[config.mk]
export PLATFORM = sky130hd
export DESIGN_NAME = tw_mem_slave
export DESIGN_NICKNAME = d
export VERILOG_FILES = /design/src/rtl/tw_pkg.sv /design/src/rtl/tw_line_sync.sv /design/src/rtl/tw_word_ptr.sv /design/src/rtl/tw_mem_slave.sv
export SDC_FILE = /design/constraint.sdc
export NUM_CORES = 1
export LEC_CHECK = 0
export BUFFER_PORTS_ARGS = -buffer_cell sky130_fd_sc_hd__buf_4
export CAP_MARGIN = 20
export CORE_MARGIN = 2
export CORE_UTILIZATION = 55
export CTS_BUF_LIST = sky130_fd_sc_hd__clkbuf_4 sky130_fd_sc_hd__clkbuf_8
export CTS_CLUSTER_DIAMETER = 80
export DETAILED_ROUTE_END_ITERATION = 6
export GPL_ROUTABILITY_DRIVEN = 0
export HOLD_SLACK_MARGIN = 0.12
export PLACE_DENSITY_LB_ADDON = 0.1
export SYNTH_ARGS = -nofsm -noshare
export SYNTH_HDL_FRONTEND = slang
export SYNTH_HIERARCHICAL = 1
export SYNTH_SLANG_ARGS = --single-unit
[constraint.sdc]
create_clock -name clk -period 2.75 [get_ports clk]
set_input_delay 0.1375 -clock clk [delete_from_list [all_inputs] [get_ports clk]]
set_output_delay 0.1375 -clock clk [all_outputs]
set_load 0.02 [all_outputs]
[src/rtl/tw_pkg.sv]
package tw_pkg;

    localparam int TW_AW        = 11;
    localparam int TW_DW        = 8;
    localparam int TW_PAGE_BITS = 4;
    localparam int TW_SYNC      = 2;
    localparam logic [3:0] TW_DEV_TAG = 4'b1010;

    typedef enum logic [3:0] {
        ST_IDLE,
        ST_DEV,
        ST_DACK,
        ST_ADDR,
        ST_AACK,
        ST_WDAT,
        ST_WACK,
        ST_RDAT,
        ST_RACK,
        ST_RLD
    } tw_state_t;

    typedef struct packed {
        logic [3:0] tag;
        logic [2:0] hi;
        logic       rd;
    } tw_devb_t;

    function automatic logic tw_dev_match(input tw_devb_t d);
        return d.tag == TW_DEV_TAG;
    endfunction

endpackage

[src/rtl/tw_line_sync.sv]
module tw_line_sync #(
    parameter int STAGES = tw_pkg::TW_SYNC
) (
    input  logic clk,
    input  logic rst,
    input  logic scl_i,
    input  logic sda_i,
    output logic scl_o,
    output logic sda_o,
    output logic scl_rise_o,
    output logic scl_fall_o,
    output logic start_o,
    output logic stop_o
);
    logic [STAGES-1:0] scl_sh, sda_sh;
    logic scl_q, sda_q;

    always_ff @(posedge clk) begin
        if (rst) begin
            scl_sh <= '1;
            sda_sh <= '1;
            scl_q  <= 1'b1;
            sda_q  <= 1'b1;
        end else begin
            scl_sh <= {scl_sh[STAGES-2:0], scl_i};
            sda_sh <= {sda_sh[STAGES-2:0], sda_i};
            scl_q  <= scl_sh[STAGES-1];
            sda_q  <= sda_sh[STAGES-1];
        end
    end

    assign scl_o      = scl_sh[STAGES-1];
    assign sda_o      = sda_sh[STAGES-1];
    assign scl_rise_o = scl_o & ~scl_q;
    assign scl_fall_o = ~scl_o & scl_q;
    assign start_o    = scl_o & scl_q & sda_q & ~sda_o;
    assign stop_o     = scl_o & scl_q & ~sda_q & sda_o;

endmodule

[src/rtl/tw_word_ptr.sv]
module tw_word_ptr #(
    parameter int AW        = tw_pkg::TW_AW,
    parameter int PAGE_BITS = tw_pkg::TW_PAGE_BITS
) (
    input  logic          clk,
    input  logic          rst,
    input  logic          load_i,
    input  logic [AW-1:0] load_val_i,
    input  logic          rd_step_i,
    input  logic          wr_step_i,
    output logic [AW-1:0] ptr_o
);
    localparam logic [AW-1:0] TOP = '1;

    logic [AW-1:0] ptr_q;

    always_ff @(posedge clk) begin
        if (rst)
            ptr_q <= '0;
        else if (load_i)
            ptr_q <= load_val_i;
        else if (rd_step_i)
            ptr_q <= ptr_q + 1'b1;
        else if (wr_step_i)
            ptr_q <= {ptr_q[AW-1:PAGE_BITS], ptr_q[PAGE_BITS-1:0] + 1'b1};
    end

    assign ptr_o = ptr_q;

    AST_READ_WRAP: assert property (@(posedge clk) disable iff (rst)
        (rd_step_i && !load_i && ptr_q == TOP) |=> (ptr_q == '0));

    AST_PAGE_HOLD: assert property (@(posedge clk) disable iff (rst)
        (wr_step_i && !load_i && !rd_step_i) |=>
        (ptr_q[AW-1:PAGE_BITS] == $past(ptr_q[AW-1:PAGE_BITS])));

endmodule

[src/rtl/tw_mem_slave.sv]
module tw_mem_slave
    import tw_pkg::*;
#(
    parameter int AW        = TW_AW,
    parameter int DW        = TW_DW,
    parameter int PAGE_BITS = TW_PAGE_BITS,
    parameter int SYNC      = TW_SYNC
) (
    input  logic          clk,
    input  logic          rst,
    input  logic          scl_i,
    input  logic          sda_i,
    output logic          sda_oe_o,
    input  logic          wr_busy_i,
    output logic          wr_valid_o,
    output logic [AW-1:0] wr_addr_o,
    output logic [DW-1:0] wr_data_o,
    output logic [AW-1:0] rd_addr_o,
    input  logic [DW-1:0] rd_data_i
);
    localparam int HI_W = AW - DW;
    localparam int BC_W = $clog2(DW + 1);
    localparam logic [BC_W-1:0] BYTE_END = BC_W'(DW);

    logic scl_s, sda_s, scl_rise, scl_fall, bus_start, bus_stop;

    tw_line_sync #(.STAGES(SYNC)) u_sync (
        .clk(clk), .rst(rst), .scl_i(scl_i), .sda_i(sda_i),
        .scl_o(scl_s), .sda_o(sda_s),
        .scl_rise_o(scl_rise), .scl_fall_o(scl_fall),
        .start_o(bus_start), .stop_o(bus_stop)
    );

    tw_state_t        st;
    logic [BC_W-1:0]  bitc;
    logic [DW-1:0]    rx, tx;
    logic [HI_W-1:0]  hi_q;
    logic             rd_q, oe_q;
    logic             wv_q;
    logic [AW-1:0]    wa_q, ptr;
    logic [DW-1:0]    wd_q;
    logic             byte_fall, ptr_load, ptr_rd, ptr_wr;
    tw_devb_t         devb;

    assign byte_fall = scl_fall && (bitc == BYTE_END) && !bus_start && !bus_stop;
    assign ptr_load  = byte_fall && (st == ST_ADDR);
    assign ptr_rd    = byte_fall && (st == ST_RDAT);
    assign ptr_wr    = byte_fall && (st == ST_WDAT);
    assign devb      = tw_devb_t'(rx);

    tw_word_ptr #(.AW(AW), .PAGE_BITS(PAGE_BITS)) u_ptr (
        .clk(clk), .rst(rst),
        .load_i(ptr_load), .load_val_i({hi_q, rx}),
        .rd_step_i(ptr_rd), .wr_step_i(ptr_wr),
        .ptr_o(ptr)
    );

    always_ff @(posedge clk) begin
        if (rst) begin
            st   <= ST_IDLE;
            bitc <= '0;
            rx   <= '0;
            tx   <= '0;
            hi_q <= '0;
            rd_q <= 1'b0;
            oe_q <= 1'b0;
            wv_q <= 1'b0;
            wa_q <= '0;
            wd_q <= '0;
        end else begin
            wv_q <= 1'b0;
            if (bus_start) begin
                st   <= ST_DEV;
                bitc <= '0;
                oe_q <= 1'b0;
            end else if (bus_stop) begin
                st   <= ST_IDLE;
                bitc <= '0;
                oe_q <= 1'b0;
            end else begin
                case (st)
                    ST_DEV, ST_ADDR, ST_WDAT: begin
                        if (scl_rise) begin
                            rx   <= {rx[DW-2:0], sda_s};
                            bitc <= bitc + 1'b1;
                        end
                        if (byte_fall) begin
                            bitc <= '0;
                            if (st == ST_DEV) begin
                                if (tw_dev_match(devb) && !wr_busy_i) begin
                                    oe_q <= 1'b1;
                                    hi_q <= devb.hi;
                                    rd_q <= devb.rd;
                                    st   <= ST_DACK;
                                end else begin
                                    st <= ST_IDLE;
                                end
                            end else if (st == ST_ADDR) begin
                                oe_q <= 1'b1;
                                st   <= ST_AACK;
                            end else begin
                                oe_q <= 1'b1;
                                wv_q <= 1'b1;
                                wa_q <= ptr;
                                wd_q <= rx;
                                st   <= ST_WACK;
                            end
                        end
                    end
                    ST_DACK: if (scl_fall) begin
                        if (rd_q) begin
                            tx   <= rd_data_i;
                            oe_q <= ~rd_data_i[DW-1];
                            st   <= ST_RDAT;
                        end else begin
                            oe_q <= 1'b0;
                            st   <= ST_ADDR;
                        end
                    end
                    ST_AACK, ST_WACK: if (scl_fall) begin
                        oe_q <= 1'b0;
                        st   <= ST_WDAT;
                    end
                    ST_RDAT: begin
                        if (scl_rise)
                            bitc <= bitc + 1'b1;
                        if (byte_fall) begin
                            oe_q <= 1'b0;
                            bitc <= '0;
                            st   <= ST_RACK;
                        end else if (scl_fall) begin
                            tx   <= {tx[DW-2:0], 1'b0};
                            oe_q <= ~tx[DW-2];
                        end
                    end
                    ST_RACK: if (scl_rise)
                        st <= sda_s ? ST_IDLE : ST_RLD;
                    ST_RLD: if (scl_fall) begin
                        tx   <= rd_data_i;
                        oe_q <= ~rd_data_i[DW-1];
                        st   <= ST_RDAT;
                    end
                    default: st <= ST_IDLE;
                endcase
            end
        end
    end

    assign sda_oe_o   = oe_q;
    assign wr_valid_o = wv_q;
    assign wr_addr_o  = wa_q;
    assign wr_data_o  = wd_q;
    assign rd_addr_o  = ptr;

    AST_OE_SCL_LOW: assert property (@(posedge clk) disable iff (rst)
        !$stable(oe_q) |-> !scl_s);

    AST_WR_SINGLE: assert property (@(posedge clk) disable iff (rst)
        wv_q |=> !wv_q);

    AST_IDLE_QUIET: assert property (@(posedge clk) disable iff (rst)
        (st == ST_IDLE) |-> !oe_q);

    AST_BUSY_NO_ACK: assert property (@(posedge clk) disable iff (rst)
        (st == ST_DEV && byte_fall && wr_busy_i) |=> (st == ST_IDLE && !oe_q));

    AST_ABORT_NO_WRITE: assert property (@(posedge clk) disable iff (rst)
        (bus_start || bus_stop) |=> !wv_q);

endmodule

== Yosys cells after proc, flatten, opt, wreduce, memory -nomap -nowiden ==
Index checks and enable logic that the tools add are counted.

* Register bits: 65
* Output and inout port bits: 32
* Word-level logic and storage cells: 131

* $add $sub $neg: 3
* Eq/ne operators: 28
* Mux-type cells: 36
* Bitwise gates (word level): 19
* Reductions and logical operators: 28

{| class="wikitable"
|+ Operator list
! kind !! number
|-
| 4-bit two-way mux || 11
|-
| 7-bit two-way mux || 5
|-
| 4-bit != test, second input constant || 6
|-
| 4-bit case mux with 6 select lines || 1
|-
| 6-bit AND reduction || 4
|-
| 11-bit two-way mux || 2
|-
| 7-bit case mux with 3 select lines || 1
|-
| 2-bit != test, second input constant || 9
|-
| 4-bit by 3-bit equality test with 1-bit output, second input constant || 4
|-
| 4-bit equality test, second input constant || 4
|-
| 1-bit two-way mux || 12
|-
| 1-bit NOT || 12
|-
| 11-bit by 1-bit adder with 11-bit output, second input constant || 1
|-
| 4-bit by 1-bit adder with 4-bit output, second input constant || 2
|-
| 4-bit by 2-bit equality test with 1-bit output, second input constant || 2
|-
| 8-bit AND reduction || 1
|-
| 1-bit AND || 7
|-
| 1-bit logical AND || 7
|-
| 7-bit AND reduction || 1
|-
| 3-bit != test, second input constant || 2
|-
| 3-bit nonzero test || 2
|-
| 3-bit OR reduction || 2
|-
| 6-bit OR reduction || 1
|-
| 1-bit case mux with 5 select lines || 1
|-
| 10 further kinds || 14
|}

== Depth between registers and ports, before layout ==
* Depth after elaboration: 10
* Depth in mapped cells: 9
* Depth with buffers taken out: 8

== By module ==
The synthesis kept the hierarchy.

{| class="wikitable"
|+ By module, submodules not included
! module !! times used !! cells each !! area each (um^2)
|-
| tw_mem_slave || 1 || 242 || 2198.4
|-
| tw_word_ptr || 1 || 72 || 605.6
|-
| tw_line_sync || 1 || 16 || 190.2
|}

== Worst setup path before layout ==
No wires, ideal clock.

* Path kind: register to register
* Start: register u_sync.scl_q
* End: register u_ptr.ptr_q[10], in the netlist u_ptr/ptr_o[10]
* Library setup time: 91 ps
* Arrival time: 2204 ps
* Required time: 2659 ps
* Setup slack: 455 ps
* Stages on the path, launching flop included: 8
* Buffers on the path: 1
* Period minus slack after synthesis: 2295 ps
* Path through: dfxtp_1 nor2b_1 nor3b_4 nand3_2 nor3b_1 clkinv_1 clkbuf_1 a311oi_1

{| class="wikitable"
|+ RTL lines
! element !! line !! source
|-
| start: declaration || tw_line_sync.sv:16 || <nowiki>logic scl_q, sda_q;</nowiki>
|-
| start signal: assignment || tw_line_sync.sv:27 || <nowiki>scl_q <= scl_sh[STAGES-1];</nowiki>
|-
| 1-bit AND (*) || tw_line_sync.sv:35 || <nowiki>assign scl_fall_o = ~scl_o & scl_q;</nowiki>
|-
| via scl_fall || tw_mem_slave.sv:25 || <nowiki>logic scl_s, sda_s, scl_rise, scl_fall, bus_start, bus_stop;</nowiki>
|-
| 1-bit logical AND (*) (3 in series) || tw_mem_slave.sv:45 || <nowiki>assign byte_fall = scl_fall && (bitc == BYTE_END) && !bus_start && !bus_stop;</nowiki>
|-
| 1-bit logical AND (*) || tw_mem_slave.sv:46 || <nowiki>assign ptr_load = byte_fall && (st == ST_ADDR);</nowiki>
|-
| via ptr_load || tw_mem_slave.sv:42 || <nowiki>logic byte_fall, ptr_load, ptr_rd, ptr_wr;</nowiki>
|-
| 11-bit two-way mux or 2-bit nonzero test (tied branches) || -- ||
|-
| end signal: assignment || tw_word_ptr.sv:21 || <nowiki>ptr_q <= load_val_i;</nowiki>
|-
| end signal: assignment || tw_word_ptr.sv:23 || <nowiki>ptr_q <= ptr_q + 1'b1;</nowiki>
|-
| end signal: assignment || tw_word_ptr.sv:25 || <nowiki>ptr_q <= {ptr_q[AW-1:PAGE_BITS], ptr_q[PAGE_BITS-1:0] + 1'b1};</nowiki>
|-
| end: declaration || tw_word_ptr.sv:15 || <nowiki>logic [AW-1:0] ptr_q;</nowiki>
|}

Mark *: on every way through the listed nets, which the timed path passes. The rest lies on a longest branch.
A chain may end at the register's enable or synchronous reset.

== Worst setup path in the final report ==
* Start: register u_sync.scl_q
* End: register u_ptr.ptr_q[10], in the netlist u_ptr/ptr_o[10]

{| class="wikitable"
|+ RTL lines
! element !! line !! source
|-
| 1-bit AND || tw_line_sync.sv:35 ||
|-
| via scl_fall || tw_mem_slave.sv:25 ||
|-
| 1-bit logical AND (3 in series) || tw_mem_slave.sv:45 ||
|-
| 1-bit logical AND || tw_mem_slave.sv:47 || <nowiki>assign ptr_rd = byte_fall && (st == ST_RDAT);</nowiki>
|-
| via ptr_rd || tw_mem_slave.sv:42 ||
|-
| 2-bit nonzero test (no source line) || -- ||
|}

The timed path passes the listed nets, and every way through them passes these cells.

==> flow_summary.ini <==
[synthesis]
ys_async_sr_fraction_pct = 0
yosysTopAreaCellShare_pct = 43.5
yosysUniqueCellTypes = 57
synthAdderAreaFrac_pct = 1.25
ys_seq_area_share_pct = 43.5
synth_edf_count = 0
muxShareOfSynthArea_pct = 12.7
yosys-top-cells-count = 65 x dfxtp_1, 59 x nor2_1, 37 x mux2i_1, 16 x nand2_1, 15 x a21oi_1
synthTopCellsByArea = dfxtp_1 43%, mux2i_1 12%, nor2_1 7.4%
syn_area_mm2 = 0.00299
synthCells = 330
synth_simple_gate_area_share_pct = 23.7
synth_top_family_by_area = simple AND/OR/NAND/NOR gates
yosysMostFrequentCell = dfxtp_1
synth_seq_cells = 65
synth_compound_area_share_pct = 13.6
ys.flop_type = dfxtp_1
yosysTopAreaCell = dfxtp_1
syn_nets = 346
synth-xor-area-share_pct = 1.17
yosysWarnings = 6
syn_area_per_cell_um2 = 9.07

[cells_and_area]
final_util_pct = 69.9
nNetsFinal = 392
stdcell_area_mm2 = 0.00361
layout-drive-gt1-share_pct = 20.7
syn2layout_area_growth_pct = 20.7
n_antenna_cell = 0

[timing]
setup_viol = 0
max_freq_mhz = 411
final_hold_viol_count = 0
slew_violations = 0
slew_headroom_pct = 60.4
fin_crit_ns = 2.44
layout_setup_ws_ns = 0.314
worst_pin_slew_ns = 0.592
fin_crit_sh_pct = 88.6
fin_worst_skew_ns = 0.0104
tns_ns = 0
rsz0062_at_grt = no

[routing]
drt_iter0_drc = 121
wl_per_cell_um = 14.3
drcViolationCount = 0
dr.pass1.iters = 5
drtAntennaViolNets = 0
vias = 2555
avgViaCountPerCell = 5.67
totalWireLength_mm = 6.45

[worst_setup_path]
reg2reg_from = u_sync/scl_q
crit_path_start_kind = flip-flop
crit_start = u_sync/scl_q
slowest_stage = or4_1
path_buf_inv = 0
cp_slowest_stage_delay_ns = 0.42
worstPathCellList = nor2b_1 > nor3b_4 > nand2_1 > nor2_2 > nand4_1 > or4_1 > a311oi_1
path_class = reg2reg
crit_arrival_ns = 2.68
worst_ep_required_time_ns = 3.00
cp-end-kind = flip-flop
cp_max_fo = 6
cpLargestDelayFamily = simple AND/OR/NAND/NOR gates

[cts]
path_clk_slew_ns = 0.08
postCtsSetupRepairBufs = 0
h-tree-depth = 3
insertion_delay_ns = 0.34
cts_root_buf = clkbuf_8
cts_tree = built
clk_path_buf_depth = 2
cts_sinks = 65
cts_buffers = 9

[job]
drv_cap = 0

[placed_design]
dp_hpwl_mm = 4.28
dp_slack_ns = 0.258
place_area_mm2 = 0.00338
portBuffers = 44

[global_routing]
grt_pass1_wl_mm = 10.9
antenna_found_initial = 0
overflow = 0
grt_max_degree = 60
grtUsageTotal_pct = 22.5
first_global_vias = 2359

[floorplan]
ios = 45
std_cell_rows = 26
dieArea_mm2 = 0.00605
start_util_pct = 57.9
die_h_um = 77.8
fp.dieW_um = 77.8
core_area_mm2 = 0.00517

[worst_hold_path]
hold_class = in2reg
worstHoldStart = rd_data_i[2]

[power_and_ir_drop]
leakagePower_nw = 1.45
peakVddDrop_mv = 0.424
power_density_mw_per_mm2 = 505

[status]
status = completed
==> logic make-up (layout without fill, tap and decap cells) <==
family          count (synthesis)  count (layout)
flops                          65              65
compound gates                 60              60
mux                            38              38
xor+xnor                        4               4
simple gates                  134             134
fa+ha+maj                       3               3
buf+inv                        26              77
==> tightest hold or removal path, stage by stage <==
cell	delay, ns
buf_4	0.11
mux2i_1	0.12
a211oi_1	0.08
==> power by group <==
part           switching, mW  internal (mW)
combinational         0.0322         0.0263
sequential           0.00487          0.945
clock                  0.391          0.427
total                  0.428           1.40
==> layout by cell type, fill, tap and decap left out, types with 4 or more instances in the layout <==
cell type   n
a211oi_1   10
a21oi_1    15
a311oi_1    6
buf_4      52
clkbuf_8    9
dfxtp_1    65
inv_1       5
mux2i_1    37
nand2_1    16
nand3_1     8
nand4_1     8
nor2_1     58
nor2b_1     4
nor3_1      4
o21ai_0    10
or2_1       6
or3_1       4
==> layout make-up <==
| class | instances | area [um2] |
|---|---|---|
| Timing Repair Buffer | 55 | 420 |
| Fill cell | 422 | 1560 |
| Multi-Input combinational cell | 239 | 1580 |
| Sequential cell | 65 | 1300 |
| Clock inverter | 7 | 78.8 |
| Tap cell | 70 | 87.6 |
| Clock buffer | 9 | 124 |
| Inverter | 6 | 22.5 |
==> metal layers <==
layer  up-vias  part of all wire (%)  global-route usage (%)
met5         -                     0                       0
met4         0                   1.2                    8.39
met3         8                   4.5                    7.09
met2        51                    50                    37.3
met1      1212                    44                    27.2
li1       1284                     -                       -
==> flip-flops by register name, summed over array words and instances (netlist names), 3 cells and up <==
signal	flops
devb	8
wr_addr_o	11
u_ptr/ptr_o	11
wr_data_o	8
bitc	4
st	4
tx	7
hi_q	3
==> worst paths after layout <==
check,endpoint,cells after the start,slack (ns)
max,u_ptr/ptr_o[10],7,0.31
max reg2reg,u_ptr/ptr_o[10],7,0.31
min,tx[2],3,0.16
min reg2reg,u_sync/scl_sh[1],1,0.41
==> repair_timing <==
action | CTS | global route
gates resized for setup | 0 | 1
endpoints found under the hold margin | 3 | 0
hold buffers | 3 | 0
setup endpoints to repair | 0 | 4
==> per-stage QoR <==
stage	hold slack [ns]	std cells	power [mW]
floorplan	0.227	330	1.01
finish	0.156	451	1.83
detailed placement	0.320	432	1.03
global placement	0.317	432	1.03
CTS	0.146	451	1.84
global route	0.162	451	1.89
(Power assumes the default switching activity.)
